===== config.mk =====
export PLATFORM = sky130hd
export DESIGN_NAME = lcd_ctrl_regs
export DESIGN_NICKNAME = d
export VERILOG_FILES = /design/src/rtl/lcdr_pkg.sv /design/src/rtl/lcdr_decode.sv /design/src/rtl/lcdr_run_fsm.sv /design/src/rtl/lcdr_fb_shadow.sv /design/src/rtl/lcd_ctrl_regs.sv
export SDC_FILE = /design/constraint.sdc
export NUM_CORES = 1
export LEC_CHECK = 0
export BUFFER_PORTS_ARGS = -buffer_cell sky130_fd_sc_hd__buf_2
export CAP_MARGIN = 20
export CORE_ASPECT_RATIO = 0.6
export CORE_UTILIZATION = 55
export CTS_CLUSTER_DIAMETER = 150
export DETAILED_ROUTE_END_ITERATION = 10
export PLACE_DENSITY = 0.89
export SETUP_SLACK_MARGIN = 0.1
export SYNTH_ARGS = -nofsm -noshare
export SYNTH_HDL_FRONTEND = slang
export SYNTH_HIERARCHICAL = 1
export SYNTH_SLANG_ARGS = --single-unit

===== constraint.sdc =====
create_clock -name clk -period 4.3 [get_ports clk]
set_input_delay 0.43 -clock clk [delete_from_list [all_inputs] [get_ports clk]]
set_output_delay 0.43 -clock clk [all_outputs]
set_load 0.01 [all_outputs]

===== src/rtl/lcdr_pkg.sv =====
package lcdr_pkg;
    localparam int REG_W     = 32;
    localparam int NUM_SLOTS = 4;
    localparam int SLOT_BITS = $clog2(NUM_SLOTS);

    localparam int SLOT_CTRL = 0;
    localparam int SLOT_CFG  = 1;
    localparam int SLOT_NEXT = 2;
    localparam int SLOT_SCAN = 3;

    localparam int B_SRST = 31;
    localparam int B_GATE = 30;
    localparam int B_DOT  = 17;
    localparam int B_MSTR = 5;
    localparam int B_RUN  = 0;

    localparam logic [REG_W-1:0] CTRL_WMASK = (REG_W'(1) << B_SRST) | (REG_W'(1) << B_GATE)
                                            | (REG_W'(1) << B_DOT)  | 32'h0000_0F00
                                            | (REG_W'(1) << B_MSTR) | (REG_W'(1) << B_RUN);
    localparam logic [REG_W-1:0] CFG_WMASK  = 32'h002F_0000;
    localparam logic [REG_W-1:0] SRST_ONLY  = REG_W'(1) << B_SRST;
    localparam logic [REG_W-1:0] RUN_ONLY   = REG_W'(1) << B_RUN;

    typedef enum logic [1:0] {
        OP_WRITE = 2'd0,
        OP_SET   = 2'd1,
        OP_CLEAR = 2'd2,
        OP_NONE  = 2'd3
    } acc_op_e;

    typedef enum logic [1:0] {
        RS_IDLE   = 2'd0,
        RS_ACTIVE = 2'd1,
        RS_DRAIN  = 2'd2
    } run_state_e;

    function automatic logic [REG_W-1:0] apply_op(input acc_op_e op,
                                                  input logic [REG_W-1:0] old_v,
                                                  input logic [REG_W-1:0] wd,
                                                  input logic [REG_W-1:0] mask);
        logic [REG_W-1:0] res;
        unique case (op)
            OP_WRITE: res = (old_v & ~mask) | (wd & mask);
            OP_SET:   res = old_v | (wd & mask);
            OP_CLEAR: res = old_v & ~(wd & mask);
            default:  res = old_v;
        endcase
        return res;
    endfunction
endpackage


===== src/rtl/lcdr_decode.sv =====
module lcdr_decode
    import lcdr_pkg::*;
#(
    parameter int ADDR_W = 8
) (
    input  logic [ADDR_W-1:0]    addr,
    output logic [NUM_SLOTS-1:0] sel,
    output acc_op_e              op
);
    localparam int SLOT_LO = 4;
    localparam int SLOT_HI = SLOT_LO + SLOT_BITS - 1;

    logic                 in_range;
    logic [SLOT_BITS-1:0] slot;

    assign op       = acc_op_e'(addr[3:2]);
    assign slot     = addr[SLOT_HI:SLOT_LO];
    assign in_range = (addr[ADDR_W-1:SLOT_HI+1] == '0) && (addr[1:0] == 2'b00)
                      && (op != OP_NONE);

    for (genvar i = 0; i < NUM_SLOTS; i++) begin : g_sel
        assign sel[i] = in_range && (slot == SLOT_BITS'(i));
    end
endmodule


===== src/rtl/lcdr_run_fsm.sv =====
module lcdr_run_fsm
    import lcdr_pkg::*;
(
    input  logic clk,
    input  logic rst_n,
    input  logic srst,
    input  logic ctrl_wr,
    input  logic run_req,
    input  logic dot_now,
    input  logic dot_next,
    input  logic drain_done,
    output logic run
);
    run_state_e st_q, st_nx;

    always_ff @(posedge clk or negedge rst_n) begin
        if (!rst_n) st_q <= RS_IDLE;
        else        st_q <= st_nx;
    end

    always_comb begin
        st_nx = st_q;
        if (srst) begin
            st_nx = RS_IDLE;
        end else begin
            unique case (st_q)
                RS_IDLE: begin
                    if (ctrl_wr && run_req) st_nx = RS_ACTIVE;
                end
                RS_ACTIVE: begin
                    if (ctrl_wr && !run_req)      st_nx = RS_IDLE;
                    else if (dot_now && !dot_next) st_nx = RS_DRAIN;
                end
                RS_DRAIN: begin
                    if (ctrl_wr && !run_req) st_nx = RS_IDLE;
                    else if (drain_done)     st_nx = RS_IDLE;
                end
                default: st_nx = RS_IDLE;
            endcase
        end
    end

    always_comb begin
        run = (st_q != RS_IDLE);
    end
endmodule


===== src/rtl/lcdr_fb_shadow.sv =====
module lcdr_fb_shadow
    import lcdr_pkg::*;
(
    input  logic             clk,
    input  logic             rst_n,
    input  logic             hold,
    input  logic             wr_en,
    input  acc_op_e          wr_op,
    input  logic [REG_W-1:0] wdata,
    input  logic             frame_start,
    output logic [REG_W-1:0] next_q,
    output logic [REG_W-1:0] scan_q
);
    always_ff @(posedge clk or negedge rst_n) begin
        if (!rst_n) begin
            next_q <= '0;
            scan_q <= '0;
        end else if (hold) begin
            next_q <= '0;
            scan_q <= '0;
        end else begin
            if (wr_en)       next_q <= apply_op(wr_op, next_q, wdata, '1);
            if (frame_start) scan_q <= next_q;
        end
    end
endmodule


===== src/rtl/lcd_ctrl_regs.sv =====
module lcd_ctrl_regs
    import lcdr_pkg::*;
#(
    parameter int ADDR_W = 8
) (
    input  logic              clk,
    input  logic              rst_n,
    input  logic              bus_we,
    input  logic              bus_re,
    input  logic [ADDR_W-1:0] bus_addr,
    input  logic [31:0]       bus_wdata,
    output logic [31:0]       bus_rdata,
    input  logic              frame_start,
    input  logic              drain_done,
    output logic [31:0]       ctrl_o,
    output logic [31:0]       cfg_o,
    output logic [31:0]       scan_base_o
);
    logic [NUM_SLOTS-1:0] sel;
    acc_op_e              op;
    logic [REG_W-1:0]     ctrl_q, ctrl_view, ctrl_applied, ctrl_next;
    logic [REG_W-1:0]     cfg_q, next_q, scan_q, rd_mux;
    logic                 run, wr_ctrl, wr_cfg, wr_next, srst_next;

    lcdr_decode #(.ADDR_W(ADDR_W)) u_dec (
        .addr (bus_addr),
        .sel  (sel),
        .op   (op)
    );

    assign wr_ctrl = bus_we & sel[SLOT_CTRL];
    assign wr_cfg  = bus_we & sel[SLOT_CFG];
    assign wr_next = bus_we & sel[SLOT_NEXT];

    assign ctrl_view    = ctrl_q | (run ? RUN_ONLY : '0);
    assign ctrl_applied = apply_op(op, ctrl_view, bus_wdata, CTRL_WMASK);
    assign ctrl_next    = wr_ctrl ? ctrl_applied : ctrl_view;
    assign srst_next    = ctrl_next[B_SRST];

    always_ff @(posedge clk or negedge rst_n) begin
        if (!rst_n)         ctrl_q <= '0;
        else if (srst_next) ctrl_q <= SRST_ONLY;
        else                ctrl_q <= ctrl_next & ~RUN_ONLY;
    end

    always_ff @(posedge clk or negedge rst_n) begin
        if (!rst_n)         cfg_q <= '0;
        else if (srst_next) cfg_q <= '0;
        else if (wr_cfg)    cfg_q <= apply_op(op, cfg_q, bus_wdata, CFG_WMASK);
    end

    lcdr_run_fsm u_run (
        .clk        (clk),
        .rst_n      (rst_n),
        .srst       (srst_next),
        .ctrl_wr    (wr_ctrl),
        .run_req    (ctrl_applied[B_RUN]),
        .dot_now    (ctrl_view[B_DOT]),
        .dot_next   (ctrl_next[B_DOT]),
        .drain_done (drain_done),
        .run        (run)
    );

    lcdr_fb_shadow u_fb (
        .clk         (clk),
        .rst_n       (rst_n),
        .hold        (srst_next),
        .wr_en       (wr_next),
        .wr_op       (op),
        .wdata       (bus_wdata),
        .frame_start (frame_start),
        .next_q      (next_q),
        .scan_q      (scan_q)
    );

    always_comb begin
        rd_mux = '0;
        if (sel[SLOT_CTRL]) rd_mux = ctrl_view;
        if (sel[SLOT_CFG])  rd_mux = cfg_q;
        if (sel[SLOT_NEXT]) rd_mux = next_q;
        if (sel[SLOT_SCAN]) rd_mux = scan_q;
    end

    assign bus_rdata   = bus_re ? rd_mux : '0;
    assign ctrl_o      = ctrl_view;
    assign cfg_o       = cfg_q;
    assign scan_base_o = scan_q;
endmodule


* Word level (Yosys, flattened, before mapping)
Index checks and enable logic that the tools add are counted.
Word-level totals: bits in registers 130, input bits 46, output and inout bits 128
Operators by class: eq/ne operators 11, mux-type cells 24, bitwise operators 15, reductions and logical operators 24
Operators by type and width (number):
- 2-to-1 mux 32 bit | 13
- case mux 32 bit (3 select lines) | 3
- AND 32 bit | 3
- NOT 32 bit | 2
- bitwise OR 32 x 22 -> 32 bit | 2
- bitwise OR 32 bit | 2
- NOT 22 -> 32 bit | 1
- bitwise OR 30 x 32 -> 32 bit | 1
- bitwise OR 32 x 1 -> 32 bit | 1
- 2-to-1 mux 2 bit | 6
- zero test 2 bit | 5
- logical AND 1 bit | 9
- equality test 2 bit (second input constant) | 4
- nonzero test 2 bit | 4
- equality test 2 x 1 -> 1 bit (second input constant) | 3
- case mux 2 bit (3 select lines) | 1
- inequality test 4 x 2 -> 1 bit (second input constant) | 1
- inequality test 4 x 3 -> 1 bit (second input constant) | 1
- AND reduction 2 bit | 2
- nonzero test 4 bit | 1
- AND 1 bit | 3
- inequality test 3 x 2 -> 1 bit (second input constant) | 1
- AND reduction 3 bit | 1
- zero test 1 bit | 2
- 2 further kinds | 2

* Longest topological paths before layout
Gate-level depths: netlist of run 1.
depth after elaboration 12, mapped depth 12, gate-level depth less buffers 8

* Hierarchy
The synthesis of run 1 kept the hierarchy.
By module, submodules not included:
- lcdr_fb_shadow | times used 1, cells an instance 344, area an instance 3443.3 um^2
- lcd_ctrl_regs | times used 1, cells an instance 309, area an instance 2703.8 um^2
- lcdr_run_fsm | times used 1, cells an instance 11, area an instance 110.1 um^2
- lcdr_decode | times used 1, cells an instance 9, area an instance 77.6 um^2

* Least setup slack after synthesis of run 1
OpenSTA, ideal clock, no wires.
path kind input to register, start point input bus_addr[7], end point register u_fb.next_q[0], data arrival time 2984 ps, data required time 4196 ps, slack 1213 ps, stages on the path 8, path buffers 2, cell sequence or4_4 -> nor4_1 -> nand3b_1 -> o21ai_2 -> nand2_1 -> buf_2 -> buf_2 -> o41ai_2
On the way: word-level cells in the longest chain between the ends 8, elaborated cells on any way between the ends 12, classes of those cells 2 x mux; 2 x bitwise; 8 x reduce/logical
Ends and longest elaborated chain:
- from (decl) | RTL line lcd_ctrl_regs.sv:10 | input logic [ADDR_W-1:0] bus_addr,
- zero test 2 bit (*) | RTL line lcdr_decode.sv:18 | assign in_range = (addr[ADDR_W-1:SLOT_HI+1] == '0) && (addr[1:0] == 2'b00)
- logical AND 1 bit (*) | RTL line lcdr_decode.sv:18
- logical AND 1 bit (*) | RTL line lcdr_decode.sv:19 | && (op != OP_NONE);
- logical AND 1 bit (*) | RTL line lcdr_decode.sv:22 | assign sel[i] = in_range && (slot == SLOT_BITS'(i));
- net sel[0] | RTL line lcd_ctrl_regs.sv:19 | logic [NUM_SLOTS-1:0] sel;
- AND 1 bit (*) | RTL line lcd_ctrl_regs.sv:31 | assign wr_ctrl = bus_we & sel[SLOT_CTRL];
- 2-to-1 mux 32 bit (*) | RTL line lcd_ctrl_regs.sv:37 | assign ctrl_next = wr_ctrl ? ctrl_applied : ctrl_view;
- net ctrl_next[31] | RTL line lcd_ctrl_regs.sv:21 | logic [REG_W-1:0] ctrl_q, ctrl_view, ctrl_applied, ctrl_next;
- nonzero test 4 bit (no line) / nonzero test 2 bit (equally long branches)
- AND reduction 2 bit (no line)
- to (signal assigned) | RTL line lcdr_fb_shadow.sv:22 | if (wr_en) next_q <= apply_op(wr_op, next_q, wdata, '1);
- to (decl) | RTL line lcdr_fb_shadow.sv:11 | output logic [REG_W-1:0] next_q,
The timed path passes the listed nets; every way through them passes the cells marked *. A chain may end at the register's enable or synchronous reset.

* Worst setup path after layout of run 1
start point input bus_addr[7], end point output bus_rdata[20]
On the way: word-level cells in the longest chain between the ends 9, elaborated cells on any way between the ends 12, classes of those cells 5 x mux; 7 x reduce/logical
Ends and longest elaborated chain:
- zero test 2 bit | RTL line lcdr_decode.sv:18
- logical AND 1 bit | RTL line lcdr_decode.sv:18
- logical AND 1 bit | RTL line lcdr_decode.sv:19
- logical AND 1 bit | RTL line lcdr_decode.sv:22
- net sel[0] | RTL line lcd_ctrl_regs.sv:19
- 2-to-1 mux 32 bit | RTL line lcd_ctrl_regs.sv:78 | if (sel[SLOT_CTRL]) rd_mux = ctrl_view;
- 2-to-1 mux 32 bit | RTL line lcd_ctrl_regs.sv:79 | if (sel[SLOT_CFG]) rd_mux = cfg_q;
- 2-to-1 mux 32 bit | RTL line lcd_ctrl_regs.sv:80 | if (sel[SLOT_NEXT]) rd_mux = next_q;
- 2-to-1 mux 32 bit | RTL line lcd_ctrl_regs.sv:81 | if (sel[SLOT_SCAN]) rd_mux = scan_q;
- 2-to-1 mux 32 bit | RTL line lcd_ctrl_regs.sv:84 | assign bus_rdata = bus_re ? rd_mux : '0;
- to (decl) | RTL line lcd_ctrl_regs.sv:12 | output logic [31:0] bus_rdata,
The timed path passes the listed nets, and every way through them passes these cells.

==> impl_metrics.tcl, run 1 <==
set metrics [dict create \
    clock_latency_ns 0.34 \
    synthAdderAreaFrac_pct 1.38 \
    rows 29 \
    globalplace.congestion 0.888 \
    cts_inserted_buffers 9 \
    drive_above_1_share_pct 28.5 \
    yosysWarnings 6 \
    max-cap-violations 0 \
    ff_latch_area_sq_um 2550 \
    crit_path_max_incr_delay_ns 0.63 \
    vias_per_cell 6.36 \
    synth_area_leader_cell "dfrtp_1" \
    synth_edf_count 0 \
    grt_pass1_wl_um 29700 \
    cp_max_fo 14 \
    synth_common_cells "102 x dfrtp_1, 71 x a21oi_1, 48 x nor2_1" \
    initial_core_util_pct 58.2 \
    r2r-end "u_fb/next_q[8]" \
    synth_top_family_by_area "simple AND/OR/NAND/NOR gates" \
    slowest_stage "nor4_1" \
    cts_max_level 3 \
    irDropWorstVdd_v 0.000269 \
    fin_skew_ns 0.00426 \
    leakagePower_nw 3.83 \
    root_buffer "clkbuf_16" \
    final_max_slew_viol_count 0 \
    num_vias 5900 \
    synthSimpleGateAreaFrac_pct 23.3 \
    period_share_pct 85.1 \
    routed_wl_um 18900 \
    io_pins 174 \
    cp-start-kind "primary input" \
    status "finished, final reports clean" \
    drt_iter0_drc 567 \
    syn2layout_area_growth_pct 15.0 \
    cts_tree "done" \
    required_ns 3.87 \
    synth_top_area_share_pct 40.3 \
    multi_input_area_sq_um 3370 \
    synth_xor_area_share_pct 0 \
    cp-end-kind "output pin" \
    portBuffers 146 \
    clk_pin_slew_ns 0.07 \
    cts.sinks 102 \
    antenna_found_initial 0 \
    drc 0 \
    die_area_sq_um 12000 \
    hold_buffers 0 \
    grt-ovfl-total 0 \
    diodes 0 \
    post_cts.repair.setup_buffers 0 \
    ant_nets 0 \
    slew_headroom_pct 30.0 \
    num-fill-cells 828 \
    post-route-min-period_ns 3.66 \
    ys_seq_area_share_pct 40.3 \
    routedWlPerCell_um 20.3 \
    finalPower_w 0.00279 \
    clock_path_buffers 2 \
    netlist_area_sq_um 6330 \
    cp.arrival_ns 3.23 \
    ys_types 51 \
    synthArstFlopShare_pct 100 \
    grtUsageTotal_pct 31.7 \
    tns_ns 0 \
    synth.avg_cell_area_sq_um 9.41 \
    final-hold-violation-count 0 \
    dpl.cell_count 912 \
    cp_cell_sequence "buf_2, or4_4, nor4_1, nor2b_2, nor2b_2, buf_4, a221o_1, and3_1, buf_2" \
    worstMarginPinSlew_ns 1.05 \
    yosysMostFrequentCell "dfrtp_1" \
    rsz0062_at_grt "no" \
    grt_pass1_vias 5735 \
    ys_ff_latch 102 \
    hp-class "in -> async" \
    synthFlopType "dfrtp_1" \
    grt_max_degree 75 \
    power.density_nw_per_um2 383 \
    stdcell_count 928 \
    core_area_sq_um 10900 \
    cts_resized 0 \
    worstSetupPathType "in -> out" \
    synth_compound_area_share_pct 21.1 \
    dieWidth_um 141 \
    final_nets 838 \
    synth_mux_area_share_pct 5.37 \
    syn_inst 673 \
    synth.top_cells.by_area "dfrtp_1 40%, a21oi_1 5.6%, mux2i_1 5.4%" \
    max_freq_ghz 0.273 \
    place.detailed.hpwl_um 12400 \
    dieHeight_um 85.1 \
    first_pass_iters 5 \
    reg2reg_slack_ns 2.12 \
    r2r-start "ctrl_q[31]" \
    ff2ff_path_depth 5 \
    finalSetupViolations 0 \
]
## report_power, final
part / internal [W] / total (W) / leakage, nW / switching (W)
clock network: 0.000465 / 0.000813 / 0.135 / 0.000349
registers: 0.00113 / 0.00130 / 1.39 / 0.000175
logic: 0.000297 / 0.000675 / 2.31 / 0.000378
## logic make-up (layout without fill, tap and decap cells)
| family | Yosys count | in the layout |
|---|---|---|
| AOI/OAI and AO/OA | 165 | 165 |
| adders and majority gates | 7 | 7 |
| buffers and inverters | 96 | 186 |
| DFF | 102 | 102 |
| muxes | 34 | 34 |
| other | 1 | 27 |
| and+or+nand+nor | 268 | 268 |
## routing by layer
metal  part of all wire (%)  routed length, um  track usage, %  vias up
met5                      0                  0               0        -
met4                    1.9                355            11.7        0
met3                     11               2090            8.47       45
met2                     45               8500            50.1      394
met1                     42               7920            42.3     2878
li1                       -                  -               -     2583
## state kept, by name, indices dropped and copies added, names as in the netlist
| register | flops |
|---|---|
| u_fb/next_q | 32 |
| u_fb/scan_q | 32 |
| ctrl_q | 31 |
| cfg_o | 5 |
| u_run/st_q | 2 |
## placed cells by master (no fill, tap or decap), types with 3 or more instances in the layout
cell type	n
dfrtp_1	102
o41ai_2	18
a221o_1	27
a21o_1	3
nor3_1	7
buf_4	9
nand2b_1	39
a211oi_1	5
nand3b_1	7
mux2i_1	34
and2_1	27
o22ai_1	5
o41ai_1	3
nor2b_1	8
a221oi_1	5
a21oi_1	71
ha_1	6
a22o_1	5
nand2_1	35
or2_2	22
conb_1	27
nor2_1	48
a211o_1	5
nand3_1	33
buf_2	145
and3_1	27
clkbuf_16	10
a31oi_1	6
inv_1	15
## critical path: cells and delay by family
family / cells / cell delay (ns)
buf+inv: 3 / 0.50
simple gates: 5 / 2.13
compound gates: 1 / 0.16
## area by class of cell
type                       count  area share (%)
multi-input combinational    501            46.2
sequential                   102            35.0
timing repair buffer         156            11.6
clock buffer                  12            3.38
tap                          139            2.39
inverter                      15           0.773
clock inverter                 3           0.618
## stage by stage
| step | util (%) | hold WS, ns | cell area [sq um] | setup slack (ns) |
|---|---|---|---|---|
| 2_1_floorplan | - | 0.134 | 6430 | 1.21 |
| 3_3_place_gp | 63.8 | 0.473 | 6940 | 0.657 |
| 3_5_place_dp | 64.0 | 0.495 | 6970 | 0.425 |
| 4_1_cts | 66.7 | 0.281 | 7260 | 0.776 |
| 5_1_grt | 66.9 | 0.302 | 7290 | 0.521 |
| 6_report | 66.9 | 0.230 | 7290 | 0.641 |
## worst max path at each step
stage / start / endpoint / cells past startpoint
after floorplan: bus_addr[7] / u_fb/next_q[0] / 8
after global placement: bus_addr[7] / u_fb/next_q[12] / 8
after detailed placement: bus_addr[7] / u_fb/next_q[23] / 8
after CTS: bus_addr[7] / bus_rdata[20] / 9
after global routing: bus_addr[7] / u_fb/next_q[10] / 9
final: bus_addr[7] / bus_rdata[20] / 9
No activity file was read; power rests on OpenSTA's default activity.
==> run 2: changes to the inputs <==
- MAX_ROUTING_LAYER: default -> met4
==> run 2 against run 1 <==
  * Die area did not move
  * Global-route usage rose by 1.7 points
  * Critical path type unchanged
  * Count of clock-buffer cells in the layout did not move
  * Largest cell class unchanged
  * Critical path depth did not move
==> impl_metrics.tcl, run 2 (synthesis gave the netlist of run 1 again) <==
set metrics [dict create \
    die_area_sq_um 12000 \
    final_cell_mix "145 x buf_2, 102 x dfrtp_1, 71 x a21oi_1, 48 x nor2_1, 39 x nand2b_1" \
    grt_pass1_vias 5754 \
    num_vias 5930 \
    worstMarginPinSlew_ns 1.07 \
    top_regs "u_fb/next_q x32, u_fb/scan_q x32, ctrl_q x31" \
    first_pass_iters 6 \
    final_max_slew_viol_count 0 \
    power.density_nw_per_um2 380 \
    dieWidth_um 141 \
    cts_inserted_buffers 9 \
    finalPower_w 0.00277 \
    root_buffer "clkbuf_16" \
    cts_tree "done" \
    tns_ns 0 \
    final_nets 839 \
    leakagePower_nw 3.83 \
    initial_core_util_pct 58.2 \
    drt_iter0_drc 573 \
    cp.arrival_ns 3.23 \
    dieHeight_um 85.1 \
    cts_resized 0 \
    cp_max_fo 14 \
    max-cap-violations 0 \
    period_share_pct 85.2 \
    drc 0 \
    post-route-min-period_ns 3.66 \
    required_ns 3.87 \
    cts.sinks 102 \
    rsz0062_at_grt "no" \
    routedWlPerCell_um 20.2 \
    rows 29 \
    dpl.cell_count 913 \
    antenna_found_initial 2 \
    drive_above_1_share_pct 28.8 \
    hold_buffers 0 \
    num-fill-cells 856 \
    worstSetupPathType "in -> out" \
    syn2layout_area_growth_pct 15.0 \
    finalSetupViolations 0 \
    final-hold-violation-count 0 \
    io_pins 174 \
    final_common_cell "buf_2" \
    portBuffers 146 \
    max_freq_ghz 0.273 \
    stdcell_count 932 \
    clock_path_buffers 2 \
    cp-end-kind "output pin" \
    globalplace.congestion 0.929 \
    grt_pass1_wl_um 30100 \
    grt-ovfl-total 0 \
    ff_latch_area_sq_um 2550 \
    multi_input_area_sq_um 3370 \
    clock_latency_ns 0.35 \
    slew_headroom_pct 28.8 \
    grt_max_degree 75 \
    grtUsageTotal_pct 33.4 \
    cts_max_level 3 \
    core_area_sq_um 10900 \
    fin_skew_ns 0.00803 \
    irDropWorstVdd_v 0.000224 \
    hp-class "in -> async" \
    vias_per_cell 6.36 \
    clk_pin_slew_ns 0.07 \
    place.detailed.hpwl_um 12500 \
    ant_nets 0 \
    post_cts.repair.setup_buffers 0 \
    status "finished, final reports clean" \
    cp-start-kind "primary input" \
    routed_wl_um 18800 \
]
-- run 2: layout make-up --
| type | instances | share of cell area (%) |
|---|---|---|
| antenna | 2 | 0.0687 |
| clock buffer | 12 | 3.52 |
| clock inverter | 4 | 0.412 |
| inverter | 15 | 0.773 |
| multi-input combinational | 501 | 46.2 |
| sequential | 102 | 35.0 |
| tap | 139 | 2.39 |
| timing repair buffer | 157 | 11.6 |
-- run 2: power by group --
part	internal, W	leakage, nW	total, W	switching, W
Clock	0.000427	0.139	0.000790	0.000363
Combinational	0.000298	2.31	0.000675	0.000377
Sequential	0.00113	1.39	0.00130	0.000175
-- run 2: worst paths after layout --
kind | from | to | slack [ns] | cells past startpoint
worst max register to register | ctrl_q[31] | u_fb/next_q[20] | 2.17 | 4
worst min register to register | u_run/st_q[1] | u_run/st_q[0] | 0.49 | 1
min in group clk | bus_wdata[30] | ctrl_q[30] | 0.35 | 3
worst max-delay path | bus_addr[7] | bus_rdata[20] | 0.64 | 9
worst min-delay path | rst_n | ctrl_q[2] | 0.23 | 1
max in group asynchronous | rst_n | u_fb/next_q[15] | 3.06 | 2
-- run 2: through the flow --
step | util [%] | worst slack, ns | area (sq um) | hold slack [ns]
2_1_floorplan | - | 1.21 | 6430 | 0.134
3_3_place_gp | 63.8 | 0.771 | 6950 | 0.472
3_5_place_dp | 64.0 | 0.532 | 6960 | 0.486
4_1_cts | 66.6 | 0.717 | 7250 | 0.279
5_1_grt | 66.9 | 0.572 | 7280 | 0.317
6_report | 66.9 | 0.637 | 7280 | 0.233
-- run 2: critical path, stage by stage --
cell     delay, ns
buf_2         0.10
or4_4         0.58
nor4b_2       0.77
nor2b_2       0.22
nor2b_2       0.22
buf_4         0.22
a221o_1       0.33
and3_1        0.20
buf_2         0.15
-- run 2: layer usage --
| layer | global-route usage [%] | part of all wire (%) | routed length (um) | vias to the layer above |
|---|---|---|---|---|
| li1 | - | - | - | 2595 |
| met1 | 43.6 | 41 | 7720 | 2856 |
| met2 | 51.5 | 45 | 8470 | 417 |
| met3 | 7.56 | 11 | 2120 | 62 |
| met4 | 12.0 | 2.5 | 470 | 0 |
| met5 | - | 0 | 0 | - |
==> run 3: changes to the inputs <==
- ABC_AREA: default -> 1
- PLACE_DENSITY: 0.89 -> 0.88
==> run 3 against run 2 <==
  * Count of clock-buffer cells in the layout decreased by 2
  * Clock skew decreased by 0.0025 ns
  * Clock power increased by 7.6%
  * Fmax increased by 17%
  * Sequential cell count unchanged
  * Final cell count increased by 35%
  * Critical path type unchanged
  * Largest power group unchanged
==> impl_metrics.tcl, run 3 <==
set metrics [dict create \
    cts.sinks 102 \
    cts_resized 0 \
    ant_nets 0 \
    final_max_slew_viol_count 0 \
    reg2reg_slack_ns 2.01 \
    ys_ff_latch 102 \
    first_pass_iters 6 \
    synth.top_cells.by_area "dfrtp_1 37%, nand2_1 14%, nand3_1 9.4%" \
    ys_types 38 \
    irDropWorstVdd_v 0.000242 \
    period_share_pct 72.7 \
    yosysMostFrequentCell "nand2_1" \
    drive_above_1_share_pct 20.1 \
    finalPower_w 0.00296 \
    diodes 0 \
    top_regs "u_fb/next_q x32, u_fb/scan_q x32, ctrl_q x31" \
    setup.worst_path.end "bus_rdata[16]" \
    fin_skew_ns 0.00549 \
    r2r-end "u_fb/next_q[30]" \
    stdcell_count 1258 \
    post_cts.repair.setup_buffers 0 \
    core_area_sq_um 12100 \
    num_vias 7353 \
    netlist_area_sq_um 6900 \
    initial_core_util_pct 56.8 \
    synthFlopType "dfrtp_1" \
    hold_buffers 0 \
    yosysWarnings 6 \
    grt_pass1_vias 6250 \
    finalSetupViolations 0 \
    syn2layout_area_growth_pct 11.9 \
    synth_top_area_share_pct 37.0 \
    ff2ff_path_depth 7 \
    place.detailed.hpwl_um 14500 \
    root_buffer "clkbuf_16" \
    cts_max_level 3 \
    grtUsageTotal_pct 34.5 \
    dieWidth_um 147 \
    io_pins 174 \
    synth_area_leader_cell "dfrtp_1" \
    leakagePower_nw 4.05 \
    r2r-start "ctrl_q[31]" \
    grt_pass1_wl_um 33400 \
    worstSetupPathType "in -> out" \
    drc 0 \
    clock_path_buffers 2 \
    antenna_found_initial 0 \
    die_area_sq_um 13000 \
    post-route-min-period_ns 3.13 \
    grt_max_degree 70 \
    syn_inst 993 \
    final-hold-violation-count 0 \
    whs_ns 0.177 \
    tns_ns 0 \
    clock_latency_ns 0.35 \
    cp_max_fo 32 \
    cts_inserted_buffers 9 \
    routed_wl_um 21600 \
    globalplace.congestion 0.936 \
    final_common_cell "nand2_1" \
    cp-end-kind "output pin" \
    hp-class "in -> async" \
    grt-ovfl-total 0 \
    cts_tree "done" \
    post-place-ws_ns 1.05 \
    cp-start-kind "primary input" \
    drt_iter0_drc 962 \
    synthArstFlopShare_pct 100 \
    required_ns 3.87 \
    synth_edf_count 0 \
    worstMarginPinSlew_ns 1.06 \
    max-cap-violations 0 \
    routedWlPerCell_um 17.2 \
    cp.arrival_ns 2.70 \
    max_freq_ghz 0.320 \
    ys_seq_area_share_pct 37.0 \
    slew_headroom_pct 29.2 \
    synth_common_cells "255 x nand2_1, 130 x nand3_1, 102 x dfrtp_1" \
    clk_pin_slew_ns 0.07 \
    setup.worst_path.start "bus_addr[2]" \
    layout_setup_ws_ns 1.17 \
    power.density_nw_per_um2 383 \
    portBuffers 146 \
    rows 31 \
    synth.avg_cell_area_sq_um 6.95 \
    status "finished, final reports clean" \
    dieHeight_um 88.8 \
    final_nets 1141 \
    vias_per_cell 5.84 \
    final_cell_mix "255 x nand2_1, 145 x buf_2, 130 x nand3_1, 102 x dfrtp_1" \
    rsz0062_at_grt "no" \
    dpl.cell_count 1242 \
]
==> run 3: kinds of logic (layout without fill, tap and decap cells) <==
| group | Yosys count | after routing | synth area share [%] |
|---|---|---|---|
| flops | 102 | 102 | 37.0 |
| fa+ha+maj | 7 | 7 | 1.27 |
| compound gates | 184 | 184 | 14.5 |
| other cells | 1 | 27 | 0.0543 |
| buf+inv | 201 | 275 | 14.6 |
| simple gates | 498 | 498 | 32.6 |
==> run 3: final cells by class <==
| cell class | instances | area [sq um] |
|---|---|---|
| inverters | 102 | 385 |
| multi-input cells | 716 | 3450 |
| clock buffers | 10 | 229 |
| well taps | 165 | 206 |
| flip-flops and latches | 102 | 2550 |
| repair buffers | 157 | 836 |
| fillers | 1086 | 4410 |
| clock inverters | 6 | 70.1 |
==> run 3: metrics by stage <==
step | utilization (%) | area [sq um]
2_1_floorplan | - | 7000
3_3_place_gp | 61.0 | 7400
3_5_place_dp | 61.2 | 7430
4_1_cts | 63.6 | 7730
5_1_grt | 63.6 | 7730
6_report | 63.6 | 7730
==> run 3: worst max-delay path, stage by stage <==
cell and delay (ns):
buf_2 0.14, nand2_1 0.08, nand3_2 0.13, nor2_1 0.28
inv_1 0.12, nor2_4 0.67, a22oi_1 0.19, or2_2 0.34
a21oi_1 0.15, buf_2 0.16
==> run 3: power breakdown <==
group / switching [W] / total, W / internal (W)
logic: 0.000472 / 0.000741 / 0.000268
registers: 0.000207 / 0.00136 / 0.00116
clock network: 0.000393 / 0.000850 / 0.000458
total: 0.00107 / 0.00296 / 0.00188
==> run 3: how the worst min path moves through the flow <==
stage | endpoint | cells past startpoint | startpoint
after detailed placement | ctrl_q[15] | 2 | ctrl_q[15]
final | ctrl_q[22] | 1 | rst_n
after global placement | u_fb/next_q[27] | 2 | u_fb/next_q[27]
after floorplan | cfg_o[16] | 0 | rst_n
after CTS | ctrl_q[22] | 1 | rst_n
after global routing | ctrl_q[29] | 1 | rst_n
==> run 3: routing by layer <==
layer  track usage [%]  part of all wire (%)
met1              49.0                    43
met2              48.3                    42
met3              7.42                    12
met4              12.2                   2.3
met5                 -                     0
